File: config.mk
export PLATFORM = sky130hd
export DESIGN_NAME = sram_seq_ctrl
export DESIGN_NICKNAME = d
export VERILOG_FILES = /design/src/rtl/sram_seq_pkg.sv /design/src/rtl/sram_phase_timer.sv /design/src/rtl/sram_read_capture.sv /design/src/rtl/sram_seq_ctrl.sv
export SDC_FILE = /design/constraint.sdc
export NUM_CORES = 1
export LEC_CHECK = 0
export BUFFER_PORTS_ARGS = -buffer_cell sky130_fd_sc_hd__buf_2
export CAP_MARGIN = 20
export CORE_MARGIN = 2
export CORE_UTILIZATION = 49
export DETAILED_ROUTE_END_ITERATION = 8
export GPL_TIMING_DRIVEN = 0
export PLACE_DENSITY = 0.87
export SYNTH_ARGS = -nofsm -noshare
export SYNTH_HDL_FRONTEND = slang
export SYNTH_SLANG_ARGS = --single-unit
File: constraint.sdc
create_clock -name clk -period 3.5 [get_ports clk]
set_input_delay 0.7 -clock clk [delete_from_list [all_inputs] [get_ports clk]]
set_output_delay 0.7 -clock clk [all_outputs]
set_load 0.02 [all_outputs]
File: src/rtl/sram_seq_pkg.sv
package sram_seq_pkg;

    typedef enum logic [2:0] {
        ST_IDLE,
        ST_RD_SETUP,
        ST_RD_WAIT,
        ST_RD_DONE,
        ST_WR_SETUP,
        ST_WR_PULSE,
        ST_WR_HOLD,
        ST_TURN
    } ctl_state_e;

    // Round a nanosecond limit up to whole clock cycles.
    function automatic int ns_to_cyc(input int lim_ns, input int per_ns);
        return (lim_ns + per_ns - 1) / per_ns;
    endfunction

    function automatic int max2(input int a, input int b);
        return (a > b) ? a : b;
    endfunction

endpackage

File: src/rtl/sram_phase_timer.sv
module sram_phase_timer #(
    parameter int CNT_W = 4
) (
    input  logic             clk,
    input  logic             rst_n,
    input  logic             load,
    input  logic [CNT_W-1:0] load_val,
    output logic             expired
);
    logic [CNT_W-1:0] cnt_q;

    always_ff @(posedge clk or negedge rst_n) begin
        if (!rst_n) begin
            cnt_q <= '0;
        end else if (load) begin
            cnt_q <= load_val;
        end else if (cnt_q != '0) begin
            cnt_q <= cnt_q - 1'b1;
        end
    end

    assign expired = (cnt_q == '0);
endmodule

File: src/rtl/sram_read_capture.sv
module sram_read_capture #(
    parameter int DATA_W = 16
) (
    input  logic              clk,
    input  logic              rst_n,
    input  logic              cap,
    input  logic [1:0]        lane_en,
    input  logic [DATA_W-1:0] dq_in,
    output logic              rsp_valid,
    output logic [DATA_W-1:0] rsp_rdata
);
    localparam int LANE_W = DATA_W / 2;

    always_ff @(posedge clk or negedge rst_n) begin
        if (!rst_n) begin
            rsp_valid <= 1'b0;
        end else begin
            rsp_valid <= cap;
        end
    end

    for (genvar g = 0; g < 2; g++) begin : g_lane
        always_ff @(posedge clk or negedge rst_n) begin
            if (!rst_n) begin
                rsp_rdata[g*LANE_W +: LANE_W] <= '0;
            end else if (cap) begin
                rsp_rdata[g*LANE_W +: LANE_W] <=
                    lane_en[g] ? dq_in[g*LANE_W +: LANE_W] : '0;
            end
        end
    end
endmodule

File: src/rtl/sram_seq_ctrl.sv
module sram_seq_ctrl
    import sram_seq_pkg::*;
#(
    parameter int CLK_PERIOD_NS = 20,
    parameter bit FAST_GRADE    = 1'b1,
    parameter int ADDR_W        = 20,
    parameter int DATA_W        = 16
) (
    input  logic              clk,
    input  logic              rst_n,
    input  logic              req_valid,
    output logic              req_ready,
    input  logic              req_write,
    input  logic [ADDR_W-1:0] req_addr,
    input  logic [DATA_W-1:0] req_wdata,
    input  logic [1:0]        req_bmask,
    output logic              rsp_valid,
    output logic [DATA_W-1:0] rsp_rdata,
    output logic              sram_ce1_n,
    output logic              sram_ce2,
    output logic              sram_oe_n,
    output logic              sram_we_n,
    output logic              sram_ble_n,
    output logic              sram_bhe_n,
    output logic [ADDR_W-1:0] sram_addr,
    output logic [DATA_W-1:0] sram_dq_out,
    output logic              sram_dq_oe,
    input  logic [DATA_W-1:0] sram_dq_in
);
    // Grade limits in ns
    localparam int T_AA   = FAST_GRADE ? 10 : 15;
    localparam int T_DOE  = FAST_GRADE ? 5  : 8;
    localparam int T_PWE  = FAST_GRADE ? 7  : 12;
    localparam int T_SD   = FAST_GRADE ? 5  : 8;
    localparam int T_AW   = FAST_GRADE ? 7  : 12;
    localparam int T_WC   = FAST_GRADE ? 10 : 15;
    localparam int T_HZOE = FAST_GRADE ? 5  : 8;

    localparam int C_AA   = ns_to_cyc(T_AA,   CLK_PERIOD_NS);
    localparam int C_DOE  = ns_to_cyc(T_DOE,  CLK_PERIOD_NS);
    localparam int C_PWE  = ns_to_cyc(T_PWE,  CLK_PERIOD_NS);
    localparam int C_SD   = ns_to_cyc(T_SD,   CLK_PERIOD_NS);
    localparam int C_AW   = ns_to_cyc(T_AW,   CLK_PERIOD_NS);
    localparam int C_WC   = ns_to_cyc(T_WC,   CLK_PERIOD_NS);
    localparam int C_HZOE = ns_to_cyc(T_HZOE, CLK_PERIOD_NS);

    // Setup states supply one cycle of address/data lead already.
    localparam int N_RD = max2(max2(C_DOE, C_AA - 1), 1);
    localparam int N_PW = max2(max2(C_PWE, C_SD - 1),
                               max2(max2(C_AW - 1, C_WC - 2), 1));
    localparam int N_TA = max2(C_HZOE, 1);
    localparam int CNT_W = $clog2(max2(max2(N_RD, N_PW), N_TA)) + 1;

    ctl_state_e        st_q, st_n;
    logic [ADDR_W-1:0] addr_q;
    logic [DATA_W-1:0] wdata_q;
    logic [1:0]        mask_q;
    logic              rd_recent_q;
    logic              tmr_load;
    logic [CNT_W-1:0]  tmr_val;
    logic              tmr_expired;
    logic              accept;
    logic              sel;
    logic              cap;

    assign accept = req_valid && (st_q == ST_IDLE);

    // Next-state decision
    always_comb begin
        st_n = st_q;
        unique case (st_q)
            ST_IDLE:     if (req_valid) begin
                             if (!req_write)      st_n = ST_RD_SETUP;
                             else if (rd_recent_q) st_n = ST_TURN;
                             else                  st_n = ST_WR_SETUP;
                         end
            ST_RD_SETUP: st_n = ST_RD_WAIT;
            ST_RD_WAIT:  if (tmr_expired) st_n = ST_RD_DONE;
            ST_RD_DONE:  st_n = ST_IDLE;
            ST_TURN:     if (tmr_expired) st_n = ST_WR_SETUP;
            ST_WR_SETUP: st_n = ST_WR_PULSE;
            ST_WR_PULSE: if (tmr_expired) st_n = ST_WR_HOLD;
            ST_WR_HOLD:  st_n = ST_IDLE;
            default:     st_n = ST_IDLE;
        endcase
    end

    // Phase timer load on entry to a counted state
    always_comb begin
        tmr_load = (st_n != st_q);
        tmr_val  = '0;
        unique case (st_n)
            ST_RD_WAIT:  tmr_val = CNT_W'(N_RD - 1);
            ST_WR_PULSE: tmr_val = CNT_W'(N_PW - 1);
            ST_TURN:     tmr_val = CNT_W'(N_TA - 1);
            default:     tmr_load = 1'b0;
        endcase
    end

    // State register and request latches
    always_ff @(posedge clk or negedge rst_n) begin
        if (!rst_n) begin
            st_q        <= ST_IDLE;
            addr_q      <= '0;
            wdata_q     <= '0;
            mask_q      <= '0;
            rd_recent_q <= 1'b0;
        end else begin
            st_q <= st_n;
            if (accept) begin
                addr_q  <= req_addr;
                wdata_q <= req_wdata;
                mask_q  <= req_bmask;
            end
            if (st_q == ST_RD_DONE)       rd_recent_q <= 1'b1;
            else if (st_q == ST_WR_SETUP) rd_recent_q <= 1'b0;
        end
    end

    // Pin decode from the current state
    always_comb begin
        sel = 1'b0;
        sram_oe_n  = 1'b1;
        sram_we_n  = 1'b1;
        sram_dq_oe = 1'b0;
        unique case (st_q)
            ST_RD_SETUP: sel = 1'b1;
            ST_RD_WAIT:  begin sel = 1'b1; sram_oe_n = 1'b0; end
            ST_WR_SETUP: begin sel = 1'b1; sram_dq_oe = 1'b1; end
            ST_WR_PULSE: begin sel = 1'b1; sram_dq_oe = 1'b1; sram_we_n = 1'b0; end
            ST_WR_HOLD:  begin sel = 1'b1; sram_dq_oe = 1'b1; end
            default:     sel = 1'b0;
        endcase
        req_ready   = (st_q == ST_IDLE);
        sram_ce1_n  = !sel;
        sram_ce2    = sel;
        sram_ble_n  = !(sel && mask_q[0]);
        sram_bhe_n  = !(sel && mask_q[1]);
        sram_addr   = addr_q;
        sram_dq_out = wdata_q;
        cap         = (st_q == ST_RD_WAIT) && tmr_expired;
    end

    sram_phase_timer #(.CNT_W(CNT_W)) u_timer (
        .clk      (clk),
        .rst_n    (rst_n),
        .load     (tmr_load),
        .load_val (tmr_val),
        .expired  (tmr_expired)
    );

    sram_read_capture #(.DATA_W(DATA_W)) u_capture (
        .clk       (clk),
        .rst_n     (rst_n),
        .cap       (cap),
        .lane_en   (mask_q),
        .dq_in     (sram_dq_in),
        .rsp_valid (rsp_valid),
        .rsp_rdata (rsp_rdata)
    );
endmodule

== Word level (Yosys, flattened, before mapping) ==
Cells that the tools add are included.
Word-level totals
  input bits: 58
  word-level logic and storage cells: 53
  bits in registers: 60
  output and inout port bits: 61
Operators by class
  reductions and logical operators: 13
  mux-type cells: 18
  bitwise gates (word level): 1
  add/sub/neg operators: 1
  equality and inequality tests: 11
Operators by type and width (number)
  3-bit one-hot mux with 7 select lines: 1
  3-bit equality test, second input constant: 6
  8-bit two-way mux: 2
  3-bit two-way mux: 5
  3-bit by 2-bit equality test with 1-bit output, second input constant: 3
  1-bit two-way mux: 9
  3-bit OR reduction: 2
  5-bit OR reduction: 1
  1-bit logical AND: 4
  3-bit by 1-bit equality test with 1-bit output, second input constant: 1
  1-bit logical NOT: 3
  3-bit logical NOT: 1
  3-bit inequality test: 1
  2-bit two-way mux: 1
  2-bit nonzero test: 1
  2-bit OR reduction: 1
  1-bit inverter: 1
  1-bit subtractor, second input constant: 1

== Logic depth before layout (Yosys ltp) ==
Gate-level depths: netlist of the first run.
  depth after elaboration: 8
  mapped depth: 6

== Hierarchy ==
A second synthesis of the first run with hierarchy kept.
Unflattened totals
  cells, all modules: 193
  area, all modules: 2447.3 µm²
Modules (own cells, without submodules)
  sram_seq_ctrl: cells each 120, times used 1, area an instance 1739.2 µm², sequential area each 1051.0 µm²
  sram_read_capture: cells each 70, times used 1, area an instance 673.1 µm², sequential area each 425.4 µm²
  sram_phase_timer: cells each 3, times used 1, area an instance 35.0 µm², sequential area each 25.0 µm²

== Worst setup path after synthesis of the first run ==
Ideal clock, no wire load.
  path type: register to output
  from: register st_q[1]
  to: output sram_bhe_n
  data required time: 2800 ps
  data arrival time: 1321 ps
  slack: 1479 ps
  stages on the path, launching flop included: 4
  path buffers: 1
  path through: dfrtp_1 > clkbuf_1 > a21oi_1 > nand2_1
Between the ends
  cells in the longest elaborated chain, start to end: 5
  elaborated cells on any way between the ends: 9
  classes of those cells: 5 x eq/ne; 1 x mux; 3 x reduce/logical
Ends and longest elaborated chain
  start, declared: RTL line sram_seq_ctrl.sv:54  | ctl_state_e st_q, st_n;
  start signal, assigned: RTL line sram_seq_ctrl.sv:109  | st_q <= st_n;
  3-bit equality test, or another cell as far along: RTL line sram_seq_ctrl.sv:126  | unique case (st_q)
  5-bit OR reduction (no line) (*)
  1-bit two-way mux (*): RTL line sram_seq_ctrl.sv:126
  named net sram_ce2: RTL line sram_seq_ctrl.sv:20  | output logic sram_ce2,
  1-bit logical AND (*): RTL line sram_seq_ctrl.sv:138  | sram_bhe_n = !(sel && mask_q[1]);
  1-bit logical NOT (*): RTL line sram_seq_ctrl.sv:138
  end, declared: RTL line sram_seq_ctrl.sv:24  | output logic sram_bhe_n,
Mark *: on every way through the listed nets, which the timed path passes. The rest lies on a longest branch.

== Final worst setup path of the first run ==
  from: register st_q[2]
  to: output sram_oe_n
Between the ends
  cells in the longest elaborated chain, start to end: 2
Ends and longest elaborated chain
  3-bit by 2-bit equality test with 1-bit output: RTL line sram_seq_ctrl.sv:126
  1-bit two-way mux: RTL line sram_seq_ctrl.sv:126
  end, declared: RTL line sram_seq_ctrl.sv:21  | output logic sram_oe_n,
Every way passes these cells.

==> impl_metrics.yaml, run 1 <==
cells_and_area:
  antenna_cells: 0
  syn_to_final_growth_pct: 35.9
  instances_no_fill: 381
  seqCellArea_mm2: 0.00148
  final_cell_area_mm2: 0.00331
  fin_nets: 368
  final_layout_size_suffix_gt1_share_pct: 58.0
  multi_input_area_um2: 831
  fillers: 371
clocking:
  cts_tree: "done"
  clock-sinks: 59
  clk_pin_slew_worst_paths_ns: 0.06
  cts_resized: 0
  clock_latency_ns: 0.32
  cts_setup_buffers: 0
  htree_num_levels: 3
  root_buffer: "clkbuf_8"
  numCtsBuffers: 9
  ctsHoldBuffers: 0
  cts_buffer_depth: 2
global_route:
  grt_max_degree: 42
  first_global_vias: 1750
  grt_pass1_wl_um: 8030
  antenna_found_initial: 0
  overflow: 0
  gr-usage-all-layers_pct: 20.1
critical_path:
  cp_slowest_cell: "dfrtp_1"
  crit_path_cell_trace: "buf_6 > or3b_1 > clkbuf_1 > buf_2 > buf_2"
  critPathKind: "reg -> out"
  start_kind: "flop"
  arrival_ns: 1.75
  r2r-start: "st_q[2]$_DFFE_PN0P_"
  worstReg2RegEnd: "sram_addr[16]$_DFFE_PN0P_"
  required_ns: 2.80
  cp_max_fo: 10
  cp-startpoint: "st_q[2]$_DFFE_PN0P_"
  worst-r2r-cell-count: 6
  reg2reg_slack_ns: 1.87
  cpMostUsedCell: "buf_2"
  cp-end-kind: "output port"
  critPathMaxStageDelay_ns: 0.38
logic_synthesis:
  yosysMostFrequentCell: "dfrtp_1"
  yosys_warnings: 0
  syn_area_mm2: 0.00243
  synth.area.top_cells: "dfrtp_1, mux2_4, mux2_2, nand2_1, buf_12"
  synth-seq-cells: 59
  synth_top_area_share_pct: 60.6
  async_flop_share_pct: 100
  synth_top_area_cell: "dfrtp_1"
  synth_ff_type: "dfrtp_1"
  synth_commonest_cells: "dfrtp_1, nand2_1, mux2_4"
  synth_cells: 180
  syn_area_per_cell_um2: 13.5
  synth-edff-count: 0
  synth.distinct_cells: 22
  seq_area_frac_synth_pct: 60.6
  syn-num-nets: 238
power:
  power_density_mw_per_mm2: 1050
  seqPwrFrac_pct: 34.5
  p_leak_nw: 1.71
  clockPowerShare_pct: 15.9
  p_int_mw: 2.06
  switchingPower_mw: 1.39
  p_sw_share_pct: 40.3
  comb_power_share_pct: 49.7
  irDropWorstVdd_uv: 493
route:
  first_iter_violations: 52
  routed_via_density: 4.76
  wl_per_cell_um: 14.0
  routed_wl_um: 5330
  via_count: 1812
  firstDrtPassIters: 4
  drc: 0
  ant_nets: 0
floorplanning:
  die_w_um: 74.5
  die_area_mm2: 0.00555
  core_area_mm2: 0.00475
  num_rows: 25
  ios: 119
  die_h_um: 74.5
  start_util_pct: 51.2
sta:
  max_freq_ghz: 0.409
  relSlewSlack_pct: 66.1
  fin_worst_skew_ns: 0.00502
  fin_tns_setup_ns: 0
  hold_viol: 0
  min_period_ns: 2.45
  period_share_pct: 69.9
  tightest_slew_ns: 0.509
  setup_viol: 0
  slew_violations: 0
  fin_ws_ns: 1.05
  rsz0062_at_grt: "no"
placed_design:
  portBuffers: 118
  gp_congestion: 0.762
  hpwl_um: 3930
  placedCellCount: 366
  dpl_cell_area_mm2: 0.00313
  post-place-ws_ns: 1.39
run_status:
  status: "completed"
min_path:
  hold_class: "in -> async"
flow_run:
  maxCapViolCount: 0
==> per-stage QoR <==
step	util [%]	hold slack, ns	power, mW
floorplan	-	0.404	2.37
global placement	65.4	0.460	2.86
detailed placement	65.8	0.466	2.94
CTS	69.6	0.304	3.50
global route	69.6	0.330	3.68
finish	69.6	0.312	3.46
==> registers in the layout, summed over array words and instances, names as in the netlist <==
signal	count
sram_addr	20
sram_dq_out	16
u_capture.rsp_rdata	16
st_q	3
mask_q	2
rd_recent_q	1
u_capture.rsp_valid	1
==> cell type report <==
class | count | area share [%]
Sequential cell | 59 | 44.6
Multi-Input combinational cell | 105 | 25.1
Timing Repair Buffer | 119 | 18.5
Clock buffer | 13 | 5.11
Buffer | 13 | 3.52
Tap cell | 67 | 2.53
Inverter | 3 | 0.340
Clock inverter | 2 | 0.303
==> placed cells by master (no fill, tap or decap), types with 2 or more instances in the layout <==
master / netlist / routed
a211oi_1: 2 / 2
mux2_2: 18 / 18
buf_2: 3 / 121
a31oi_1: 2 / 2
inv_1: 3 / 3
buf_1: 2 / 2
dfrtp_1: 59 / 59
clkbuf_1: 2 / 3
buf_4: 2 / 2
buf_12: 3 / 4
nand2_1: 34 / 34
clkbuf_8: 0 / 12
a21oi_1: 3 / 3
o21ai_1: 12 / 12
o21ai_0: 7 / 7
clkinv_2: 0 / 2
a21boi_0: 2 / 2
mux2_4: 20 / 20
==> power by group through the flow <==
stage | Clock, mW | Combinational (mW) | Sequential [mW]
after global routing | 0.595 | 1.85 | 1.23
after CTS | 0.569 | 1.74 | 1.20
final | 0.549 | 1.72 | 1.19
after global placement | 0 | 1.68 | 1.18
after detailed placement | 0 | 1.74 | 1.20
after floorplan | 0 | 0.787 | 1.58
==> how the worst max path moves through the flow <==
stage               slack (ns)  depth (start not counted)          to
global placement          1.41                          5   sram_oe_n
global route              0.95                          5   sram_oe_n
detailed placement        1.39                          5   sram_oe_n
floorplan                 1.48                          3  sram_bhe_n
finish                    1.05                          5   sram_oe_n
CTS                       1.02                          5   sram_oe_n
==> critical path, delay by kind of cell, from the launching register on <==
family | cells | cell delay (ns)
buf+inv | 4 | 0.68
flops | 1 | 0.38
simple gates | 1 | 0.36
==> metal layers <==
| layer | global-route usage, % | part of all wire (%) | vias up | routed length, um |
|---|---|---|---|---|
| met2 | 32.2 | 53 | 66 | 2800 |
| met5 | 0 | 0 | - | 0 |
| li1 | - | - | 864 | - |
| met3 | 5.96 | 5.3 | 16 | 280 |
| met4 | 13.5 | 3.5 | 0 | 187 |
| met1 | 23.4 | 39 | 866 | 2060 |
==> kinds of logic (layout without fill, tap and decap cells) <==
kind of cell,count (synthesis),count (layout),share of synthesized area [%]
AO/OA/AOI/OAI,28,28,6.27
buffers and inverters,16,150,5.24
flip-flops,59,59,60.6
multiplexers,38,38,20.7
AND/OR/NAND/NOR,39,39,7.19
No activity file was read; power rests on OpenSTA's default activity.
==> run 2: changes to the inputs <==
Settings changed: CORE_UTILIZATION 49 to 45, PLACE_DENSITY 0.87 to 0.81.
Clock period 3.5 ns to 2.5 ns, I/O delays scaled along.
==> run 2 against run 1 <==
Net effect: hold slack got worse by 0.18 ns; design area increased by 0.57%; clock-buffer cell count decreased by 2; global-route usage decreased by 0.91 points; register-to-register slack got worse by 0.96 ns; routed wire length increased by 4.2%; worst setup slack got worse by 0.83 ns; via count increased by 1.9%; die area increased by 8.4%; largest power group unchanged.
==> impl_metrics.yaml, run 2 (synthesized netlist as in run 1, its figures left out) <==
clocking:
  cts_resized: 0
  clk_pin_slew_worst_paths_ns: 0.07
  numCtsBuffers: 9
  root_buffer: "clkbuf_8"
  cts_tree: "done"
  cts_setup_buffers: 0
  cts_buffer_depth: 2
  htree_num_levels: 3
  clock-sinks: 59
  clock_latency_ns: 0.32
  ctsHoldBuffers: 0
placed_design:
  hpwl_um: 4220
  gp_congestion: 0.706
  portBuffers: 118
  dpl_cell_area_mm2: 0.00313
  placedCellCount: 369
cells_and_area:
  antenna_cells: 0
  final_cell_area_mm2: 0.00333
  syn_to_final_growth_pct: 36.6
  final_layout_size_suffix_gt1_share_pct: 58.1
  post-route-util_pct: 64.3
  fin_nets: 368
  fillers: 400
  final_common_cell: "buf_2"
  largest_reg_flops: 20
  instances_no_fill: 385
  layout_common_cells: "buf_2, dfrtp_1, nand2_1, mux2_4, mux2_2"
sta:
  fin_tns_setup_ns: 0
  slew_violations: 0
  max_freq_ghz: 0.440
  rsz0062_at_grt: "no"
  hold_viol: 0
  setup_viol: 0
  fin_worst_skew_ns: 0.00964
  tightest_slew_ns: 0.515
  period_share_pct: 90.9
  min_period_ns: 2.27
  relSlewSlack_pct: 65.7
critical_path:
  cp_max_fo: 10
  arrival_ns: 1.77
  cp-end-kind: "output port"
  start_kind: "flop"
  required_ns: 2.00
  critPathKind: "reg -> out"
min_path:
  hold_class: "in -> async"
flow_run:
  maxCapViolCount: 0
floorplanning:
  start_util_pct: 47.1
  die_h_um: 77.6
  ios: 119
  die_area_mm2: 0.00601
  die_w_um: 77.6
  num_rows: 26
  core_area_mm2: 0.00517
power:
  power_density_mw_per_mm2: 1480
  p_leak_nw: 1.71
  irDropWorstVdd_uv: 586
route:
  firstDrtPassIters: 4
  ant_nets: 0
  first_iter_violations: 61
  routed_via_density: 4.80
  routed_wl_um: 5560
  wl_per_cell_um: 14.4
  via_count: 1847
  drc: 0
global_route:
  antenna_found_initial: 0
  grt_pass1_wl_um: 8930
  grt_max_degree: 40
  overflow: 0
  first_global_vias: 1884
  gr-usage-all-layers_pct: 19.2
run_status:
  status: "completed"
[run 2: cell count changes in the layout (fill, tap and decap cells not counted), sizes merged]
| cell | before | now |
|---|---|---|
| clkbuf | 15 | 13 |
| bufinv | 0 | 1 |
| clkinvlp | 0 | 1 |
| clkinv | 2 | 3 |
[run 2: worst max-delay path, stage by stage, from the launching register on]
cell	delay, ns
dfrtp_1	0.37
buf_4	0.17
or3b_1	0.34
clkbuf_1	0.17
buf_2	0.22
buf_2	0.18
[run 2: path summary, 6_finish.rpt]
kind / startpoint / slack, ns / cells past startpoint / endpoint
worst max-delay path: st_q[0]$_DFFE_PN0P_ / 0.23 / 5 / sram_oe_n
worst min-delay path: rst_n / 0.13 / 1 / sram_addr[8]$_DFFE_PN0P_
worst max register to register: st_q[2]$_DFFE_PN0P_ / 0.91 / 6 / sram_addr[5]$_DFFE_PN0P_
worst min register to register: u_capture.rsp_rdata[13]$_DFFE_PN0P_ / 0.48 / 2 / u_capture.rsp_rdata[13]$_DFFE_PN0P_
max in group asynchronous: rst_n / 1.78 / 2 / u_capture.rsp_rdata[9]$_DFFE_PN0P_
min in group clk: req_addr[8] / 0.41 / 2 / sram_addr[8]$_DFFE_PN0P_
[run 2: where the power goes]
part	internal (mW)	switching (mW)
Sequential	1.44	0.232
Clock	0.482	0.356
Combinational	1.02	1.40
Total	2.94	1.99
[run 2: area by class of cell]
class                   instances  area (um2)  share of cell area, %
plain buffers                  13         116                   3.50
clock buffers                  11         141                   4.25
clock inverters                 5        52.6                   1.58
inverters                       3        11.3                  0.338
multi-input cells             105         831                   25.0
flip-flops and latches         59        1480                   44.4
well taps                      70        87.6                   2.63
repair buffers                119         611                   18.4
[run 2: metrics by stage]
stage	power, mW	worst slack (ns)	hold WS, ns
after detailed placement	4.13	0.565	0.467
after CTS	4.98	0.205	0.138
after global routing	5.23	0.126	0.171
after floorplan	3.32	0.679	0.204
after global placement	4.03	0.572	0.462
final	4.93	0.228	0.134
[run 2: layer usage]
metal  vias to the layer above  global-route usage (%)  wire length, um
met3                        10                    4.53              301
met5                         -                       0                0
met2                        72                    33.1             2840
li1                        871                       -                -
met1                       894                    23.2             2340
met4                         0                    7.50               78
==> run 3: changes to the inputs <==
Settings changed: HOLD_SLACK_MARGIN set to 0.12.
Clock period 2.5 ns to 2.1 ns, I/O delays scaled along.
==> run 3 against run 2 <==
Net effect: register-to-register slack lost 0.40 ns; via count shrank 0.32%; combinational power grew 19%; die area is the same; hold slack gained 0.19 ns; worst setup slack lost 0.11 ns; largest power group unchanged; highest routed layer unchanged.
==> impl_metrics.yaml, run 3 (synthesized netlist as in run 1, its figures left out) <==
sta:
  relSlewSlack_pct: 65.4
  fin_tns_setup_ns: 0
  period_share_pct: 94.6
  max_freq_ghz: 0.503
  hold_viol: 0
  hold_slack_ns: 0.328
  tightest_slew_ns: 0.519
  min_period_ns: 1.99
  fin_worst_skew_ns: 0.00803
  rsz0062_at_grt: "no"
  setup_viol: 0
  slew_violations: 0
power:
  comb_power_share_pct: 49.1
  p_sw_share_pct: 40.3
  irDropWorstVdd_uv: 702
  switchingPower_mw: 2.36
  seqPwrFrac_pct: 33.9
  p_int_mw: 3.50
  clockPowerShare_pct: 17.0
  p_leak_nw: 1.71
  power_density_mw_per_mm2: 1760
flow_run:
  maxCapViolCount: 0
clocking:
  clock_latency_ns: 0.32
  root_buffer: "clkbuf_8"
  cts_tree: "done"
  clock-sinks: 59
  htree_num_levels: 3
  cts_buffer_depth: 2
  clk_pin_slew_worst_paths_ns: 0.07
  cts_setup_buffers: 0
  numCtsBuffers: 9
floorplanning:
  core_area_mm2: 0.00517
  start_util_pct: 47.1
  die_area_mm2: 0.00601
  die_w_um: 77.6
  die_h_um: 77.6
  num_rows: 26
  ios: 119
global_route:
  first_global_vias: 1889
  grt_pass1_wl_um: 8930
  antenna_found_initial: 0
  grt_max_degree: 40
  gr-usage-all-layers_pct: 19.2
  overflow: 0
route:
  wl_per_cell_um: 14.4
  ant_nets: 0
  firstDrtPassIters: 4
  drc: 0
  routed_via_density: 4.79
  routed_wl_um: 5530
  via_count: 1841
  first_iter_violations: 49
cells_and_area:
  final_common_cell: "buf_2"
  final_layout_size_suffix_gt1_share_pct: 58.3
  antenna_cells: 0
  fin_nets: 367
  layout_common_cells: "buf_2, dfrtp_1, nand2_1, mux2_4, mux2_2"
  largest_reg_flops: 20
  syn_to_final_growth_pct: 36.8
placed_design:
  portBuffers: 118
  hpwl_um: 4220
  gp_congestion: 0.706
critical_path:
  critPathKind: "reg -> out"
  r2r-start: "st_q[2]$_DFFE_PN0P_"
  required_ns: 1.68
  crit_end: "sram_ble_n"
  arrival_ns: 1.57
  cp_slowest_cell: "dfrtp_1"
  worstReg2RegEnd: "sram_addr[5]$_DFFE_PN0P_"
  cp_max_fo: 10
  start_kind: "flop"
  crit_path_cell_trace: "clkbuf_1 > a21oi_1 > nand2_1 > buf_2"
  cp-startpoint: "st_q[1]$_DFFE_PN0P_"
  cp-end-kind: "output port"
  critPathMaxStageDelay_ns: 0.42
  worst-r2r-cell-count: 6
  reg2reg_slack_ns: 0.51
run_status:
  status: "completed"
min_path:
  hold_class: "in -> reg"
[run 3: changes by cell type in the layout (fill, tap and decap cells not counted), sizes merged]
| cell | previous run | this run |
|---|---|---|
| clkbuf | 13 | 12 |
| dlygate4sd3 | 0 | 1 |
| buf | 130 | 129 |
[run 3: metal layers]
layer	global-route usage, %	share of wire, %	up-vias	wire [um]
li1	-	-	868	-
met1	23.2	42	892	2300
met2	33.2	51	74	2840
met3	4.53	5.7	7	317
met4	7.50	1.3	0	70
met5	0	0	-	0
[run 3: per-stage QoR]
stage,utilization (%),cell area (um2),std cells,setup slack [ns],power (mW)
after floorplan,-,2430,180,0.359,3.95
after global placement,60.2,3110,368,0.252,4.80
after detailed placement,60.6,3130,369,0.245,4.91
after CTS,64.5,3340,385,0.0229,5.94
after global routing,64.4,3330,384,0.00194,6.23
final,64.4,3330,384,0.113,5.86
[run 3: area by class of cell]
class	instances	area [um2]
clock buffer	11	141
fill	396	1840
timing repair buffer	120	621
clock inverter	5	52.6
sequential	59	1480
multi-input combinational	105	833
buffer	11	108
tap	70	87.6
inverter	3	11.3
[run 3: worst max-delay path: cells and delay by family (launching register included)]
family,cells,cell delay [ns]
AND/OR/NAND/NOR,1,0.10
flip-flops,1,0.42
buffers and inverters,2,0.39
AO/OA/AOI/OAI,1,0.34
[run 3: worst min-delay path by stage]
stage | cells past startpoint | slack [ns] | startpoint | endpoint
finish | 2 | 0.33 | req_addr[8] | sram_addr[8]$_DFFE_PN0P_
global route | 2 | 0.31 | req_wdata[4] | sram_dq_out[4]$_DFFE_PN0P_
CTS | 2 | 0.31 | req_addr[8] | sram_addr[8]$_DFFE_PN0P_
detailed placement | 1 | 0.41 | rst_n | sram_addr[8]$_DFFE_PN0P_
global placement | 2 | 0.46 | u_capture.rsp_rdata[14]$_DFFE_PN0P_ | u_capture.rsp_rdata[14]$_DFFE_PN0P_
floorplan | 0 | 0.12 | rst_n | mask_q[0]$_DFFE_PN0P_
[run 3: repair_timing]
| action | 4_1_cts | 5_1_grt |
|---|---|---|
| hold buffers | 1 | 0 |
| endpoints found under the hold margin | 20 | 0 |
| resized for setup | 2 | 0 |
| gates cloned | 0 | 0 |
| setup endpoints to repair | 1 | 1 |
[run 3: power groups by stage]
| stage | sequential (mW) | combinational [mW] | clock, mW |
|---|---|---|---|
| 6_report | 1.99 | 2.88 | 0.995 |
| 3_3_place_gp | 1.96 | 2.84 | 0 |
| 5_1_grt | 2.06 | 3.09 | 1.08 |
| 3_5_place_dp | 2.01 | 2.91 | 0 |
| 2_1_floorplan | 2.64 | 1.31 | 0 |
| 4_1_cts | 1.99 | 2.93 | 1.02 |
